--- src/rtl/vidclk_gen.sv ---
module vidclk_gen #(
  parameter int DIV_W  = 7,
  parameter int CODE_W = 2
) (
  input  logic        clk,
  input  logic        rst_n,
  input  logic        tick_xtal,
  input  logic        tick_pll1,
  input  logic        tick_pll2,
  input  logic [14:0] ctrl,
  input  logic        enable,
  output logic        pix_en,
  output logic        cfg_err
);
  localparam int CODE_LO  = 8;
  localparam int PSEL_BIT = 13;
  localparam int ESEL_BIT = 14;

  logic [14:0]       cfg_q;
  logic [1:0]        pre_cnt;
  logic              half;
  logic [DIV_W-1:0]  div_cnt;
  logic [1:0]        pre_last;

  wire [DIV_W-1:0]  div_v  = cfg_q[DIV_W-1:0];
  wire [CODE_W-1:0] code   = cfg_q[CODE_LO +: CODE_W];
  wire              cfg_ok = (div_v >= DIV_W'(2)) && (code != '0);
  wire              cfg_chg = (ctrl != cfg_q);
  wire              run    = enable && cfg_ok && !cfg_chg;
  wire              src    = cfg_q[ESEL_BIT] ? (cfg_q[PSEL_BIT] ? tick_pll2 : tick_pll1)
                                             : tick_xtal;

  always_comb begin
    case (code)
      CODE_W'(1): pre_last = 2'd1;
      CODE_W'(2): pre_last = half ? 2'd2 : 2'd1;
      CODE_W'(3): pre_last = 2'd2;
      default:    pre_last = 2'd1;
    endcase
  end

  wire pre_tick = run && src && (pre_cnt == pre_last);
  wire wrap     = pre_tick && (div_cnt == div_v - DIV_W'(1));

  assign cfg_err = !cfg_ok;

  always_ff @(posedge clk) begin
    if (!rst_n) begin
      cfg_q   <= '0;
      pre_cnt <= '0;
      half    <= 1'b0;
      div_cnt <= '0;
      pix_en  <= 1'b0;
    end else begin
      cfg_q  <= ctrl;
      pix_en <= wrap;
      if (!run) begin
        pre_cnt <= '0;
        half    <= 1'b0;
        div_cnt <= '0;
      end else if (src) begin
        if (pre_tick) begin
          pre_cnt <= '0;
          if (code == CODE_W'(2)) half <= ~half;
          div_cnt <= wrap ? '0 : div_cnt + DIV_W'(1);
        end else begin
          pre_cnt <= pre_cnt + 2'd1;
        end
      end
    end
  end


  pulse_width_chk: assert property (@(posedge clk) disable iff (!rst_n)
    pix_en |=> !pix_en);


  err_gates_chk: assert property (@(posedge clk) disable iff (!rst_n)
    cfg_err |-> !pix_en);


  enable_gate_chk: assert property (@(posedge clk) disable iff (!rst_n)
    !enable |=> !pix_en);


  reconfig_quiet_chk: assert property (@(posedge clk) disable iff (!rst_n)
    (ctrl != cfg_q) |=> (!pix_en && pre_cnt == 2'd0 && div_cnt == '0));


  pre_bound_chk: assert property (@(posedge clk) disable iff (!rst_n)
    pre_cnt <= 2'd2);


  div_bound_chk: assert property (@(posedge clk) disable iff (!rst_n)
    cfg_ok |-> (div_cnt < div_v));
endmodule

--- config.mk ---
export PLATFORM = sky130hd
export DESIGN_NAME = vidclk_gen
export DESIGN_NICKNAME = d
export VERILOG_FILES = /design/src/rtl/vidclk_gen.sv
export SDC_FILE = /design/constraint.sdc
export NUM_CORES = 1
export LEC_CHECK = 0
export BUFFER_PORTS_ARGS = -buffer_cell sky130_fd_sc_hd__buf_2
export CORE_ASPECT_RATIO = 1.75
export CORE_MARGIN = 2
export CORE_UTILIZATION = 55
export CTS_BUF_LIST = sky130_fd_sc_hd__clkbuf_2 sky130_fd_sc_hd__clkbuf_4 sky130_fd_sc_hd__clkbuf_8
export CTS_CLUSTER_DIAMETER = 40
export DETAILED_ROUTE_END_ITERATION = 7
export GPL_TIMING_DRIVEN = 0
export HOLD_SLACK_MARGIN = 0.02
export MAX_ROUTING_LAYER = met4
export PLACE_DENSITY = 0.78
export SLEW_MARGIN = 20
export SYNTH_ARGS = -nofsm -noshare
export SYNTH_HDL_FRONTEND = slang
export SYNTH_SLANG_ARGS = --single-unit
--- constraint.sdc ---
create_clock -name clk -period 4.7 [get_ports clk]
set_input_delay 1.41 -clock clk [delete_from_list [all_inputs] [get_ports clk]]
set_output_delay 1.41 -clock clk [all_outputs]
set_load 0.03 [all_outputs]
# == After elaboration in Yosys (flattened, before gate mapping) ==
# Index checks and enable logic that the tools add are counted.
# word_totals
regBits,26
latchBits,0
ram_bits,0
romBits,0
input_bits,21
elab_cells,33
memories,0
# op_classes
addsub,3
multipliers,0
n_div,0
magnitude_cmp,1
eq_ne,5
shifts,0
n_mux,6
bitwise,1
n_reduce_logical,12
# ops
op,count
15-bit != test,1
7-bit by 1-bit adder with 7-bit output (second input constant),1
7-bit equality test,1
7-bit by 2-bit >= comparator with 1-bit output (second input constant),1
7-bit 2-to-1 mux,1
7-bit by 1-bit subtractor with 7-bit output (second input constant),1
1-bit logical AND,6
2-bit equality test (second input constant),2
2-bit 2-to-1 mux,2
2-bit case mux with 2 select lines,1
2-bit AND reduction,2
3-bit AND reduction,1
2-bit by 1-bit adder with 2-bit output (second input constant),1
2-bit equality test,1
1-bit zero test,2
1-bit 2-to-1 mux,2
2-bit nonzero test,1
1-bit NOT,1

# == Logic depth before layout (Yosys ltp) ==
# depth
ltp_word,8
mapped_depth,8

# == Worst setup path after synthesis ==
# Ideal clock, no wire load.
# synth_path
path_kind,input to register
from,input ctrl[13]
to,register div_cnt[4]
t_arrival_ps,2692
slack_ps,1938
cell_stages,7
path_cell_list,xnor2_1 nand4_1 nor4_4 nand3_2 buf_6 or3_1 a21oi_1
# synth_between
elab_chain_cells,7
# synth_rtl
item,line_no,text
"start, declared",10,"input logic [14:0] ctrl,"
15-bit != test (*),28,wire cfg_chg = (ctrl != cfg_q);
1-bit zero test (*),29,wire run = enable && cfg_ok && !cfg_chg;
1-bit logical AND (*),29,
1-bit logical AND (2 in a row),42,wire pre_tick = run && src && (pre_cnt == pre_last);
1-bit logical AND,43,wire wrap = pre_tick && (div_cnt == div_v - DIV_W'(1));
7-bit 2-to-1 mux,65,div_cnt <= wrap ? '0 : div_cnt + DIV_W'(1);
"end signal, assigned",65,
"end, declared",22,logic [DIV_W-1:0] div_cnt;
# Mark *: on every way between the ends. The rest lies on a longest branch, timed or not.
# A chain may end at the register's enable or synchronous reset.

# == Worst setup path after layout ==
# layout_path
from,register cfg_q[0]
to,output cfg_err
# layout_between
elab_chain_cells,3
# layout_rtl
item,line_no,text
"start, declared",19,logic [14:0] cfg_q;
"start signal, assigned",55,cfg_q <= ctrl;
7-bit by 2-bit >= comparator with 1-bit output,27,wire cfg_ok = (div_v >= DIV_W'(2)) && (code != '0);
1-bit logical AND,27,
1-bit zero test,45,assign cfg_err = !cfg_ok;
"end, declared",13,output logic cfg_err
# Every way passes these cells.

==> results.yml <==
grt:
  grt_first_pass_wirelength_mm: 4.38
  grt_start_max_net_pins: 14
  antenna_found_initial: 0
  overflow: 0
  grt_pass1_vias: 1146
  groute.usage.overall_pct: 19.7
cells_and_area:
  nets: 191
  antenna_cells: 0
  syn_to_final_growth_pct: 13.5
  drive_gt1_share_pct: 21.8
  finalCoreUtilization_pct: 66.8
logic_synthesis:
  yosys-top-cells-area: "dfxtp_1, xnor2_1, and2_1"
  ys_ff_latch: 26
  synth-xor-area-share_pct: 18.1
  synth.area.mux_share_pct: 2.77
  syn_avg_cell_area_um2: 9.68
  synth_area_leader_cell: "dfxtp_1"
  synth_compound_gate_area_share_pct: 9.23
  synth_top_family_by_area: "simple AND/OR/NAND/NOR gates"
  yosys_warnings: 0
  synth_cell_type_count: 36
  ys_seq_area_share_pct: 38.4
  mappedNetlistArea_um2: 1360
  synth_fp_nets: 164
  synth-simple-area-share_pct: 26.2
  synth_top_cell_area_share_pct: 38.4
  synthCells: 140
  synthAdderAreaFrac_pct: 2.77
clock_tree:
  cts_tree: "yes"
  cts-htree-levels: 1
  hold_buffers: 0
  clock_sinks: 26
  cts.clk_slew.worst_paths_ps: 80
  insertion_delay_ps: 270
  cts_buffers: 3
  clock_path_buffers: 2
  cts-root-buf: "clkbuf_8"
  post_cts_buffers: 0
  cts_resized: 0
timing:
  report.final.setup_viol: 0
  fin_skew_ps: 2.04
  hold_viol: 0
  setup_tns_ps: 0
  worst_pin_slew_ps: 474
  min_period_ps: 3010
  slew_violations: 0
  max_freq_ghz: 0.333
  maxSlewHeadroom_pct: 68.4
  timing.hold.ws_ps: 520
  final.period_utilization_pct: 64.0
  rsz0062_at_grt: "false"
route:
  num_vias: 1059
  antenna_left: 0
  routed_via_density: 5.57
  drtIter0Drc: 27
  drt_wl_total_mm: 2.56
  route.detailed.drc: 0
  first_pass_iters: 4
  wl_per_cell_um: 13.5
worst_setup_path:
  cp_common_cell: "inv_1"
  cpPeakStageDelay_ps: 460
  critPathArrivalTime_ps: 1600
  path_class: "register to primary output"
  path_cells: "inv_1, ha_1, nor3_1, a21oi_2, inv_1, buf_2"
  critPathTopFamily: "flip-flops"
  crit_path_end_kind: "primary output"
  startpoint_type: "register"
  cp.required_ps: 3290
  cp_max_fo: 5
  crit_buf_inv: 3
  crit_slowest_cell: "dfxtp_1"
floorplan:
  fp.dieArea_um2: 2890
  core_area_um2: 2300
  rows: 23
  start_util_pct: 58.9
  num_io_pins: 23
  fp.dieW_um: 41.5
  dieHeight_um: 69.7
power_and_ir_drop:
  power_leakage_nw: 0.545
  ir_worst_vdd_mv: 0.214
  power.density_nw_per_um2: 271
place:
  io_buffers: 22
  dp_hpwl_mm: 2.08
  gp_congestion: 0.829
outcome:
  status: "finished clean"
job:
  drv_cap: 0
worst_hold_path:
  hold_class: "register to register"
per-stage QoR:
stage / setup WS (ps) / cells / power (mW) / instance area, µm²
final: 1690 / 190 / 0.417 / 1540
after CTS: 1700 / 190 / 0.417 / 1540
after global placement: 1680 / 187 / 0.295 / 1500
after floorplan: 1940 / 140 / 0.278 / 1360
after detailed placement: 1620 / 187 / 0.297 / 1500
after global routing: 1600 / 190 / 0.429 / 1540
synth_stat cells:
cell type and count:
nand3_1 4, o311ai_1 1, nand3_2 1, o21bai_1 1, dfxtp_1 26, a21oi_2 1, inv_1 4, a21oi_4 1
nor4_4 1, xor2_1 4, nand4_1 7, nand3b_1 2, a21o_2 1, o21ai_1 5, nor2_1 4, nor2b_1 3
o21ai_2 1, or3b_4 1, nor3_1 5, nor4_1 1, nor4_2 1, o21ai_0 1, buf_6 1, a31oi_1 1
ha_1 3, nor4b_1 1, mux2_4 1, buf_1 1, and2_1 16, clkbuf_1 1, nand2_1 2, mux2i_4 1
a21oi_1 6, and3b_1 1, xnor2_1 24, or3_1 5
cell families (layout without fill, tap and decap cells):
| kind of cell | Yosys count | count (layout) |
|---|---|---|
| buffers and inverters | 7 | 32 |
| AOI/OAI and AO/OA | 19 | 19 |
| and+or+nand+nor | 55 | 55 |
| DFF | 26 | 26 |
| xor gates and xnor gates | 28 | 28 |
| adders and majority gates | 3 | 3 |
| muxes | 2 | 2 |
final timing paths:
kind | endpoint | startpoint | slack, ps | cells past startpoint
max reg2reg | div_cnt[0] | cfg_q[0] | 2520 | 7
min reg2reg | div_cnt[6] | div_cnt[6] | 520 | 2
max | cfg_err | cfg_q[0] | 1690 | 6
min | div_cnt[6] | div_cnt[6] | 520 | 2
registers in the layout (all words and copies together), names as in the netlist:
| name | flops |
|---|---|
| cfg_q | 15 |
| div_cnt | 7 |
| pre_cnt | 2 |
| half | 1 |
| pix_en | 1 |
layout make-up:
type | count | area, µm²
plain buffers | 3 | 18.8
clock buffers | 3 | 41.3
fillers | 186 | 764
inverters | 4 | 15.0
multi-input cells | 107 | 801
flip-flops and latches | 26 | 520
well taps | 25 | 31.3
repair buffers | 22 | 110
power breakdown:
| group | switching (mW) | leakage, nW | internal (mW) | total [mW] |
|---|---|---|---|---|
| Sequential | 0.00853 | 0.214 | 0.227 | 0.236 |
| Combinational | 0.0258 | 0.310 | 0.0306 | 0.0565 |
| Clock | 0.0671 | 0.0216 | 0.0575 | 0.125 |
layer usage:
layer	vias to the layer above	GRT usage (%)	share of wire, %
li1	532	-	-
met5	-	-	0
met4	0	9.32	2.4
met1	494	17.5	37
met2	24	38.0	57
met3	9	3.39	3.3
layout by cell type, fill, tap and decap left out, types with 2 or more instances in the layout:
cell type,instances
xnor2_1,24
nand3b_1,2
dfxtp_1,26
a21oi_1,6
clkbuf_8,3
and2_1,16
nor3_1,5
nand3_1,4
inv_1,4
nor2b_1,3
nor2_1,4
xor2_1,4
nand4_1,7
nand2_1,2
ha_1,3
o21ai_1,5
buf_2,22
or3_1,5
worst register-to-register path, cell delays in order, from the launching register on:
cell and delay [ps]:
dfxtp_1 460, inv_1 120, ha_1 270, nor2b_1 150
o311ai_1 300, nand4_1 220, o21bai_1 450, nor2_1 90
Power figures use the tool's default switching activity.
